File: src/rtl/hcrt_pkg.sv
package hcrt_pkg;
  // Bias between the programmed line total and clocks per line.
  localparam int HCRT_TOTAL_BIAS = 5;
  // Largest programmable skew in character clocks.
  localparam int HCRT_MAX_SKEW   = 3;
  // Programmed field widths.
  localparam int HCRT_TOT_W      = 9;
  localparam int HCRT_BEND_W     = 7;
  localparam int HCRT_SEND_W     = 6;
endpackage

File: src/rtl/hcrt_char_counter.sv
module hcrt_char_counter #(
  parameter int TOT_W = 9,
  parameter int BIAS  = 5,
  parameter int CNT_W = TOT_W + 1
) (
  input  logic             clk,
  input  logic             rst,
  input  logic [TOT_W-1:0] total,
  output logic [CNT_W-1:0] cnt_q,
  output logic             eol_q
);
  localparam logic [CNT_W-1:0] LAST_OFS = CNT_W'(BIAS - 1);

  logic [CNT_W-1:0] last_pos;
  logic             wrap;

  // Last count of the line; at or beyond it the counter restarts.
  assign last_pos = CNT_W'(total) + LAST_OFS;
  assign wrap     = (cnt_q >= last_pos);

  always_ff @(posedge clk) begin
    if (rst) begin
      cnt_q <= '0;
      eol_q <= 1'b0;
    end else begin
      cnt_q <= wrap ? '0 : cnt_q + CNT_W'(1);
      eol_q <= wrap;
    end
  end
endmodule

File: src/rtl/hcrt_window_flag.sv
module hcrt_window_flag #(
  parameter int CNT_W   = 10,
  parameter int START_W = 9,
  parameter int END_W   = 7
) (
  input  logic               clk,
  input  logic               rst,
  input  logic [CNT_W-1:0]   cnt,
  input  logic [START_W-1:0] start_val,
  input  logic [END_W-1:0]   stop_low,
  output logic               flag_nxt
);
  logic flag_q;
  logic start_hit;
  logic stop_hit;

  assign start_hit = (cnt == CNT_W'(start_val));
  // Only the low END_W bits take part in the end compare.
  assign stop_hit  = (cnt[END_W-1:0] == stop_low);

  // The end compare is looked at only while the flag is set.
  assign flag_nxt  = flag_q ? !stop_hit : start_hit;

  always_ff @(posedge clk) begin
    if (rst) flag_q <= 1'b0;
    else     flag_q <= flag_nxt;
  end
endmodule

File: src/rtl/hcrt_skew_line.sv
module hcrt_skew_line #(
  parameter int MAX_SKEW = 3,
  parameter int SEL_W    = $clog2(MAX_SKEW + 1)
) (
  input  logic             clk,
  input  logic             rst,
  input  logic             din,
  input  logic [SEL_W-1:0] sel,
  input  logic             gate,
  output logic             dout_q
);
  logic [MAX_SKEW-1:0] stage;
  logic                tap;

  genvar g;
  generate
    for (g = 0; g < MAX_SKEW; g++) begin : g_stage
      if (g == 0) begin : g_first
        always_ff @(posedge clk) begin
          if (rst) stage[0] <= 1'b0;
          else     stage[0] <= din;
        end
      end else begin : g_next
        always_ff @(posedge clk) begin
          if (rst) stage[g] <= 1'b0;
          else     stage[g] <= stage[g-1];
        end
      end
    end
  endgenerate

  // Tap 0 is the live input, tap k is k clocks old.
  always_comb begin
    tap = din;
    for (int k = 1; k <= MAX_SKEW; k++) begin
      if (sel == SEL_W'(k)) tap = stage[k-1];
    end
  end

  always_ff @(posedge clk) begin
    if (rst) dout_q <= 1'b0;
    else     dout_q <= gate & tap;
  end
endmodule

File: src/rtl/hcrt_htiming.sv
module hcrt_htiming
  import hcrt_pkg::*;
#(
  parameter int TOT_W    = HCRT_TOT_W,
  parameter int BEND_W   = HCRT_BEND_W,
  parameter int SEND_W   = HCRT_SEND_W,
  parameter int BIAS     = HCRT_TOTAL_BIAS,
  parameter int MAX_SKEW = HCRT_MAX_SKEW,
  parameter int SKW_W    = $clog2(MAX_SKEW + 1),
  parameter int CNT_W    = TOT_W + 1
) (
  input  logic              clk,
  input  logic              rst,
  input  logic              sync_en,
  input  logic [TOT_W-1:0]  cfg_total,
  input  logic [TOT_W-1:0]  cfg_disp_end,
  input  logic [TOT_W-1:0]  cfg_blank_start,
  input  logic [BEND_W-1:0] cfg_blank_end,
  input  logic [TOT_W-1:0]  cfg_sync_start,
  input  logic [SEND_W-1:0] cfg_sync_end,
  input  logic [SKW_W-1:0]  cfg_de_skew,
  input  logic [SKW_W-1:0]  cfg_hs_skew,
  output logic              hde,
  output logic              hblank,
  output logic              hsync,
  output logic              eol,
  output logic [CNT_W-1:0]  hcount
);
  logic [CNT_W-1:0] cnt;
  logic             de_raw;
  logic             blank_nxt;
  logic             sync_nxt;
  logic             blank_q;

  hcrt_char_counter #(.TOT_W(TOT_W), .BIAS(BIAS), .CNT_W(CNT_W)) u_cnt (
    .clk   (clk),
    .rst   (rst),
    .total (cfg_total),
    .cnt_q (cnt),
    .eol_q (eol)
  );

  assign de_raw = (cnt <= CNT_W'(cfg_disp_end));

  hcrt_window_flag #(.CNT_W(CNT_W), .START_W(TOT_W), .END_W(BEND_W)) u_blank (
    .clk       (clk),
    .rst       (rst),
    .cnt       (cnt),
    .start_val (cfg_blank_start),
    .stop_low  (cfg_blank_end),
    .flag_nxt  (blank_nxt)
  );

  hcrt_window_flag #(.CNT_W(CNT_W), .START_W(TOT_W), .END_W(SEND_W)) u_sync (
    .clk       (clk),
    .rst       (rst),
    .cnt       (cnt),
    .start_val (cfg_sync_start),
    .stop_low  (cfg_sync_end),
    .flag_nxt  (sync_nxt)
  );

  hcrt_skew_line #(.MAX_SKEW(MAX_SKEW), .SEL_W(SKW_W)) u_de_dly (
    .clk    (clk),
    .rst    (rst),
    .din    (de_raw),
    .sel    (cfg_de_skew),
    .gate   (1'b1),
    .dout_q (hde)
  );

  // Sync enable gates only the output; the flag keeps its schedule.
  hcrt_skew_line #(.MAX_SKEW(MAX_SKEW), .SEL_W(SKW_W)) u_hs_dly (
    .clk    (clk),
    .rst    (rst),
    .din    (sync_nxt),
    .sel    (cfg_hs_skew),
    .gate   (sync_en),
    .dout_q (hsync)
  );

  always_ff @(posedge clk) begin
    if (rst) blank_q <= 1'b0;
    else     blank_q <= blank_nxt;
  end

  assign hblank = blank_q;
  assign hcount = cnt;
endmodule

File: config.mk
export PLATFORM = sky130hd
export DESIGN_NAME = hcrt_htiming
export DESIGN_NICKNAME = d
export VERILOG_FILES = /design/src/rtl/hcrt_pkg.sv /design/src/rtl/hcrt_char_counter.sv /design/src/rtl/hcrt_window_flag.sv /design/src/rtl/hcrt_skew_line.sv /design/src/rtl/hcrt_htiming.sv
export SDC_FILE = /design/constraint.sdc
export NUM_CORES = 1
export LEC_CHECK = 0
export CAP_MARGIN = 5
export CELL_PAD_IN_SITES_DETAIL_PLACEMENT = 0
export CELL_PAD_IN_SITES_GLOBAL_PLACEMENT = 1
export CORE_AREA = 4 4 77 79
export CTS_CLUSTER_SIZE = 25
export DETAILED_ROUTE_END_ITERATION = 8
export DIE_AREA = 0 0 81 83
export GPL_ROUTABILITY_DRIVEN = 0
export PLACE_DENSITY_LB_ADDON = 0.08
export SYNTH_ARGS = -nofsm -noshare
export SYNTH_HDL_FRONTEND = slang
export SYNTH_SLANG_ARGS = --single-unit
File: constraint.sdc
create_clock -name clk -period 6.2 [get_ports clk]
set_input_delay 1.55 -clock clk [delete_from_list [all_inputs] [get_ports clk]]
set_output_delay 1.55 -clock clk [all_outputs]
set_load 0.03 [all_outputs]
# After elaboration in Yosys (flattened, before gate mapping)
# Index checks and enable logic that the tools add are counted.
word_totals:
  reg_bits: 20
  inputBits: 56
  output_inout_bits: 14
  elab_cells: 37
op_classes:
  add_sub_neg: 2
  order_cmp: 2
  n_eq_ne: 10
  n_mux: 8
  bitwise_logic: 1
  n_reduce_logical: 3
ops:
  columns: ["cell", "count"]
  rows:
  - ["10-bit by 9-bit equality test with 1-bit output", 2]
  - ["10-bit by 1-bit adder with 10-bit output, second input constant", 1]
  - ["9-bit by 3-bit adder with 10-bit output, second input constant", 1]
  - ["10-bit >= comparator", 1]
  - ["10-bit by 9-bit less-or-equal comparator with 1-bit output", 1]
  - ["2-bit equality test, second input constant", 4]
  - ["1-bit 2-to-1 mux", 8]
  - ["7-bit equality test", 1]
  - ["6-bit equality test", 1]
  - ["2-bit by 1-bit equality test with 1-bit output, second input constant", 2]
  - ["1-bit logical NOT", 2]
  - ["2-bit OR reduction", 1]
  - ["1-bit AND", 1]

# Depth between registers and ports, before layout
# Gate-level depths: netlist of the first run.
logic_depth:
  ltp_word: 7
  depth_mapped: 10
  ltp_nobuf: 9

# Modules after synthesis
# Synthesis of the first run repeated with hierarchy kept, for this count alone.
unflattened:
  hier_cells: 186
  hier_area_um2: 1767.9
by_module_without_submodules:
  columns: ["module", "instances", "cells_per_inst", "area_each_um2", "seq_area_each_um2"]
  rows:
  - ["hcrt_char_counter", 1, 84, 789.5, 220.2]
  - ["hcrt_htiming", 1, 33, 271.5, 20.0]
  - ["hcrt_skew_line", 2, 9, 130.1, 80.1]
  - ["hcrt_window_flag at u_blank", 1, 26, 229.0, 20.0]
  - ["hcrt_window_flag at u_sync", 1, 25, 217.7, 20.0]

# Worst setup path before layout of the first run
# Ideal clock, no wire load.
synth_path:
  path_kind: "in2reg"
  startpoint: "in cfg_total[2]"
  endpoint: "reg u_cnt.cnt_q[1]"
  setup_time_ps: 80
  arrival_time_ps: 3039
  required_time_ps: 6120
  setup_slack_ps: 3081
  stages: 9
  n_path_buf: 1
  cell_sequence: "ha_1 > xnor2_1 > ha_1 > a211o_1 > a21oi_1 > o21ai_0 > a21o_1 > clkbuf_1 > nor3b_1"
synth_between:
  elab_chain_len: 3
synth_rtl:
  columns: ["item", "line_no", "source"]
  rows:
  - ["from (decl)", "hcrt_htiming.sv:15", "input logic [TOT_W-1:0] cfg_total,"]
  - ["9-bit by 3-bit adder with 10-bit output", "hcrt_char_counter.sv:18", "assign last_pos = CNT_W'(total) + LAST_OFS;"]
  - ["10-bit >= comparator", "hcrt_char_counter.sv:19", "assign wrap = (cnt_q >= last_pos);"]
  - ["2-bit OR reduction (no line)", null, null]
  - ["to (signal assigned)", "hcrt_char_counter.sv:26", "cnt_q <= wrap ? '0 : cnt_q + CNT_W'(1);"]
  - ["to (decl)", "hcrt_char_counter.sv:9", "output logic [CNT_W-1:0] cnt_q,"]
# Every way passes these cells.
# A chain may end at the register's enable or synchronous reset.

# Worst setup path in the final report of the first run
# Ends and elaborated chain as after synthesis.

==> results of run 1 <==
-- kinds of logic after synthesis --
group / Yosys count / share of synthesized area, %
flip-flops: 20 / 23.51
buffers and inverters: 25 / 7.715
AND/OR/NAND/NOR: 57 / 18.81
adder cells (fa/ha/maj): 21 / 15.43
multiplexers: 2 / 1.176
AO/OA/AOI/OAI: 27 / 10.29
XOR/XNOR: 44 / 23.07
-- cells in the final DEF, fill, tap and decap left out, drive strengths merged --
master / n
dfxtp: 20
o2111a: 1
inv: 14
and3: 4
nor2: 2
a211o: 2
nor3: 12
o31ai: 1
or4: 1
mux2i: 2
a211oi: 2
a311oi: 1
o21ai: 4
nor2b: 6
bufinv: 1
o21bai: 1
and2: 1
buf: 1
nand2b: 2
xnor2: 14
a21oi: 10
xor2: 30
o21a: 1
nand2: 5
a21o: 4
or2b: 1
nor3b: 2
nand3: 10
clkdlybuf4s50: 69
nand4b: 1
nor4: 4
ha: 21
clkbuf: 3
nand4: 6
-- final timing paths --
path                                     endpoint  slack, ns  depth (start not counted)
worst max register to register     u_cnt.cnt_q[1]       4.14                          6
worst max-delay path               u_cnt.cnt_q[1]       2.66                          9
worst min register to register  u_hs_dly.stage[2]       0.47                          1
worst min-delay path            u_hs_dly.stage[2]       0.47                          1
-- state kept, by name (all words and copies together) (netlist names) --
register	cells
u_blank.flag_q	1
u_de_dly.stage	3
u_sync.flag_q	1
u_cnt.eol_q	1
u_cnt.cnt_q	10
u_hs_dly.dout_q	1
u_de_dly.dout_q	1
u_hs_dly.stage	2
-- metrics by stage --
stage	instance area, sq um	setup slack (ns)
floorplan	1703	3.081
global placement	2412	2.336
detailed placement	2412	2.384
CTS	2484	2.645
global route	2484	2.489
finish	2484	2.664
-- cell type report --
| type | instances | share of cell area (%) |
|---|---|---|
| multi-input cells | 151 | 47.15 |
| clock inverters | 1 | 1.209 |
| well taps | 72 | 3.627 |
| flip-flops and latches | 20 | 16.12 |
| repair buffers | 70 | 28.11 |
| clock buffers | 3 | 1.662 |
| inverters | 14 | 2.116 |
-- Yosys cell counts (all sizes together) --
| cell | instances | area [sq um] |
|---|---|---|
| nor3b | 2 | 15.01 |
| xnor2 | 14 | 130.1 |
| nand4 | 6 | 37.54 |
| a21oi | 10 | 50.05 |
| inv | 14 | 52.55 |
| mux2i | 2 | 20.02 |
| nor3 | 12 | 60.06 |
| o21ai | 4 | 20.01 |
| buf | 8 | 67.56 |
| o2111a | 1 | 11.26 |
| nor2 | 2 | 7.510 |
| xor2 | 30 | 262.8 |
| a211oi | 2 | 15.01 |
| clkbuf | 3 | 11.26 |
| a21o | 4 | 30.03 |
| o21bai | 1 | 7.510 |
| nand2 | 5 | 18.77 |
| or2b | 1 | 7.510 |
| or4 | 1 | 7.510 |
| o21a | 1 | 7.510 |
| and2 | 1 | 6.260 |
| ha | 21 | 262.8 |
| and3 | 4 | 26.28 |
| nor4 | 4 | 25.02 |
| nand2b | 2 | 12.51 |
| a311oi | 1 | 8.760 |
| a211o | 2 | 17.52 |
| nand3 | 10 | 50.05 |
| dfxtp | 20 | 400.4 |
| o31ai | 1 | 7.510 |
| nor2b | 6 | 37.54 |
| nand4b | 1 | 8.760 |
-- where the power goes --
part	internal, mW	switching [mW]	total (mW)
Clock	0.0861	0.0423	0.128
Combinational	0.0579	0.0364	0.0943
Sequential	0.132	0.00725	0.139
-- routing by layer --
| metal | vias up | routed length [um] | part of all wire, % |
|---|---|---|---|
| met5 | - | 0 | 0 |
| met4 | 0 | 8 | 0.18 |
| met3 | 2 | 320 | 7.3 |
| met2 | 53 | 1965 | 45 |
| met1 | 664 | 2114 | 48 |
| li1 | 807 | - | - |
==> flow_summary_export.csv, run 1 <==
group,metric,value,unit
floorplan,fp-row-count,27,
pwr,ir_drop,0.07669,mV
detailed_routing,dr.pass1.iters,4,
floorplan,initial_utilization,31.90,%
status,status,"completed",
place,portBuffers,69,
sta,slew_headroom,51.86,%
setup_path,cp_max_fo,11,
sta,setup_viol,0,
global_route,top_usage_layer,"met2",
layout,antenna_cells,0,
sta,fin_crit_sh,57.03,%
yosys,syn_area_per_cell,8.688,sq um
clock_tree,h-tree-depth,1,
global_route,grt_usage,13.35,%
clock_tree,clockBufferDepth,2,
sta,setup_tns,0,ns
floorplan,chipWidth,81,um
floorplan,fp.dieH,83,um
setup_path,cpMaxStageDelayCell,"clkdlybuf4s50_1",
floorplan,pin_count,70,
setup_path,crit_required,6.37,ns
detailed_routing,ant_nets,0,
detailed_routing,post_drt_wl_per_cell,13.32,um
setup_path,crit_start,"cfg_total[2]",
setup_path,cp_data_arrival_time,3.70,ns
job,maxCapViolCount,0,
yosys,netlist_area,1703,sq um
global_route,grt_pass1_vias,1570,
setup_path,path_cells,"clkdlybuf4s50_1, ha_1, xnor2_1, ha_1, a211o_1, a21oi_1, o21ai_0, a21o_1, nor3b_1",
floorplan,core_area,5338,sq um
sta,hold_viol,0,
detailed_routing,drt_iter0_drc,32,
layout,nets,337,
global_route,grtUsageMet3,2.820,%
place,dp_hpwl,3557,um
global_route,grt_max_degree,21,
sta,holdWs,0.4671,ns
global_route,gr-usage-met1,17.78,%
setup_path,cpMostUsedCell,"ha_1",
sta,grt_setup_unrepaired,"no",
clock_tree,insertion_delay,0.25,ns
global_route,use_met2,22.18,%
setup_path,regToRegStartpoint,"u_cnt.cnt_q[5]",
yosys,synth_cell_types,37,
detailed_routing,finalWirelength,4408,um
worst_hold_path,hold_class,"register to register",
layout,drive_above_1_share,2.703,%
clock_tree,cts_setup_buffers,0,
global_route,grt_pass1_wl,7258,um
floorplan,die-area,6723,sq um
pwr,p_total,0.3618,mW
setup_path,worstSetupEndpointType,"register",
clock_tree,cts_buffers,3,
detailed_routing,vias_per_cell,4.610,
worst_hold_path,worstHoldStart,"u_hs_dly.stage[1]",
place,dp_cells,327,
yosys,syn_nets,273,
yosys,synthCells,196,
yosys,synth_seq_cells,20,
detailed_routing,vias,1526,
layout,regArea,400.4,sq um
layout,area_growth,45.85,%
setup_path,startpoint_type,"input port",
pwr,p_leak,1.070,nW
setup_path,worstSetupPathType,"input port to register",
clock_tree,cts_resized,0,
clock_tree,clkTransAtPathRegs,0.08,ns
layout,final_core_util,46.53,%
clock_tree,clock-sinks,20,
clock_tree,hold_buffers,0,
layout,fin_cells,331,
yosys,seq_area_frac_synth,23.51,%
setup_path,path_buf_inv,1,
layout,fill_cells,581,
setup_path,cpLargestDelayFamily,"compound AO/OA/AOI/OAI gates",
yosys,synth-warning-count,0,
sta,tightest_slew,0.7198,ns
sta,slew_violations,0,
setup_path,crit_path_max_incr_delay,0.51,ns
pwr,power_density,145.7,nW/um^2
global_route,grt_antenna_before_repair,0,
layout,multi_input_area,1171,sq um
clock_tree,cts_tree,"done",
sta,skew,0.005972,ns
sta,finalCriticalPeriod,3.536,ns
sta,max_clock_freq,282.8,MHz
clock_tree,cts_root_buf,"clkbuf_8",
global_route,overflow,0,
detailed_routing,drcViolationCount,0,
No activity file was read; power rests on OpenSTA's default activity.
==> inputs of run 2 (changes only) <==
- CORE_AREA: 4 4 77 79 -> 4 4 80 82
- DIE_AREA: 0 0 81 83 -> 0 0 84 86
- clock period: 6.2 -> 3.7 ns (I/O delays scaled with it)
==> run 2 against run 1 <==
Compared with the run above: global-route usage down 0.83 points; cell count up 1.8%; via count down 0.26%; critical endpoint is now u_cnt.eol_q.
==> flow_summary_export.csv, run 2 (same netlist as run 1, synthesis figures left out) <==
group,metric,value,unit
layout,final_core_util,43.40,%
clock_tree,clockBufferDepth,2,
setup_path,startpoint_type,"input port",
clock_tree,clkTransAtPathRegs,0.07,ns
setup_path,cp_data_arrival_time,2.99,ns
floorplan,fp.dieH,86,um
sta,skew,0.002113,ns
setup_path,cpMostUsedCell,"ha_1",
pwr,power_density,223.5,nW/um^2
clock_tree,cts_buffers,3,
sta,tightest_slew,0.7268,ns
layout,nets,340,
global_route,grt_pass1_wl,7507,um
sta,max_clock_freq,348.8,MHz
clock_tree,cts_root_buf,"clkbuf_8",
sta,holdWs,0.4685,ns
sta,setup_slack,0.8329,ns
global_route,grt_usage,12.52,%
detailed_routing,finalWirelength,4422,um
global_route,grt_antenna_before_repair,0,
sta,finalCriticalPeriod,2.867,ns
setup_path,cpMaxStageDelayCell,"clkdlybuf4s50_1",
setup_path,crit_required,3.82,ns
global_route,grt_pass1_vias,1612,
layout,top_regs,"u_cnt.cnt_q x10, u_de_dly.stage x3, u_hs_dly.stage x2",
global_route,grt_max_degree,21,
sta,slew_violations,0,
layout,mostFrequentLayoutCells,"clkdlybuf4s50_1, xor2_1, ha_1, dfxtp_1, inv_1",
layout,fill_cells,624,
clock_tree,cts_tree,"done",
layout,final_common_cell,"clkdlybuf4s50_1",
detailed_routing,ant_nets,0,
floorplan,die-area,7224,sq um
floorplan,pin_count,70,
place,portBuffers,69,
status,status,"completed",
global_route,overflow,0,
sta,grt_setup_unrepaired,"no",
detailed_routing,drt_iter0_drc,34,
layout,antenna_cells,0,
floorplan,fp-row-count,28,
place,dp_slack,0.5659,ns
floorplan,chipWidth,84,um
layout,fin_cells,337,
detailed_routing,vias,1522,
setup_path,worstSetupEndpointType,"register",
clock_tree,clock-sinks,20,
pwr,p_leak,1.080,nW
floorplan,core_area,5746,sq um
worst_hold_path,hold_class,"register to register",
setup_path,cp_max_fo,11,
clock_tree,cts_setup_buffers,0,
detailed_routing,post_drt_wl_per_cell,13.12,um
detailed_routing,drcViolationCount,0,
layout,area_growth,46.44,%
setup_path,crit_path_max_incr_delay,0.49,ns
clock_tree,h-tree-depth,1,
layout,largest-register,"u_cnt.cnt_q",
floorplan,initial_utilization,29.64,%
clock_tree,insertion_delay,0.25,ns
detailed_routing,vias_per_cell,4.516,
layout,largest_reg_flops,10,
clock_tree,hold_buffers,0,
place,dp_cells,333,
sta,hold_viol,0,
setup_path,path_cells,"clkdlybuf4s50_1, ha_1, xnor2_1, ha_1, a211o_1, a21oi_1, o21ai_0, a21o_1, nor2b_1",
place,dp_hpwl,3567,um
job,maxCapViolCount,0,
setup_path,worstSetupPathType,"input port to register",
sta,slew_headroom,51.39,%
sta,fin_crit_sh,77.49,%
sta,setup_tns,0,ns
clock_tree,cts_resized,0,
sta,setup_viol,0,
layout,drive_above_1_share,3.817,%
pwr,ir_drop,0.1153,mV
detailed_routing,dr.pass1.iters,4,
-- run 2: metal layers --
metal | vias up | routed length [um] | global-route usage (%)
met5 | - | 0 | 0
li1 | 814 | - | -
met4 | 0 | 16 | 2.632
met1 | 648 | 2038 | 16.33
met2 | 58 | 1968 | 21.19
met3 | 2 | 399 | 2.882
-- run 2: where the power goes --
part / internal (mW) / switching, mW / total, mW
logic: 0.0990 / 0.0672 / 0.166
clock network: 0.0946 / 0.0697 / 0.164
registers: 0.221 / 0.00566 / 0.227
-- run 2: path summary, 6_finish.rpt --
kind                      from                end  slack (ns)  cells past startpoint
max               cfg_total[2]        u_cnt.eol_q        0.83                      9
min          u_de_dly.stage[0]  u_de_dly.stage[1]        0.47                      1
max reg2reg     u_cnt.cnt_q[2]    u_de_dly.dout_q        1.73                      6
min reg2reg  u_de_dly.stage[0]  u_de_dly.stage[1]        0.47                      1
-- run 2: area by class of cell --
cell class	instances	area (sq um)	share of cell area, %
multi-input combinational	151	1171	46.96
timing repair buffer	73	720.7	28.90
sequential	20	400.4	16.06
tap	75	93.84	3.763
clock buffer	4	55.05	2.208
inverter	14	52.55	2.107
-- run 2: worst max-delay path: cells and delay by family --
family,cells,cell delay (ns)
buffers and inverters,1,0.49
AND/OR/NAND/NOR,1,0.18
XOR/XNOR,1,0.14
AO/OA/AOI/OAI,4,0.77
adder cells (fa/ha/maj),2,0.47
-- run 2: through the flow --
stage | area, sq um | power (mW)
2_1_floorplan | 1703 | 0.3117
3_3_place_gp | 2439 | 0.4007
3_5_place_dp | 2439 | 0.4006
4_1_cts | 2494 | 0.5666
5_1_grt | 2494 | 0.5920
6_report | 2494 | 0.5572
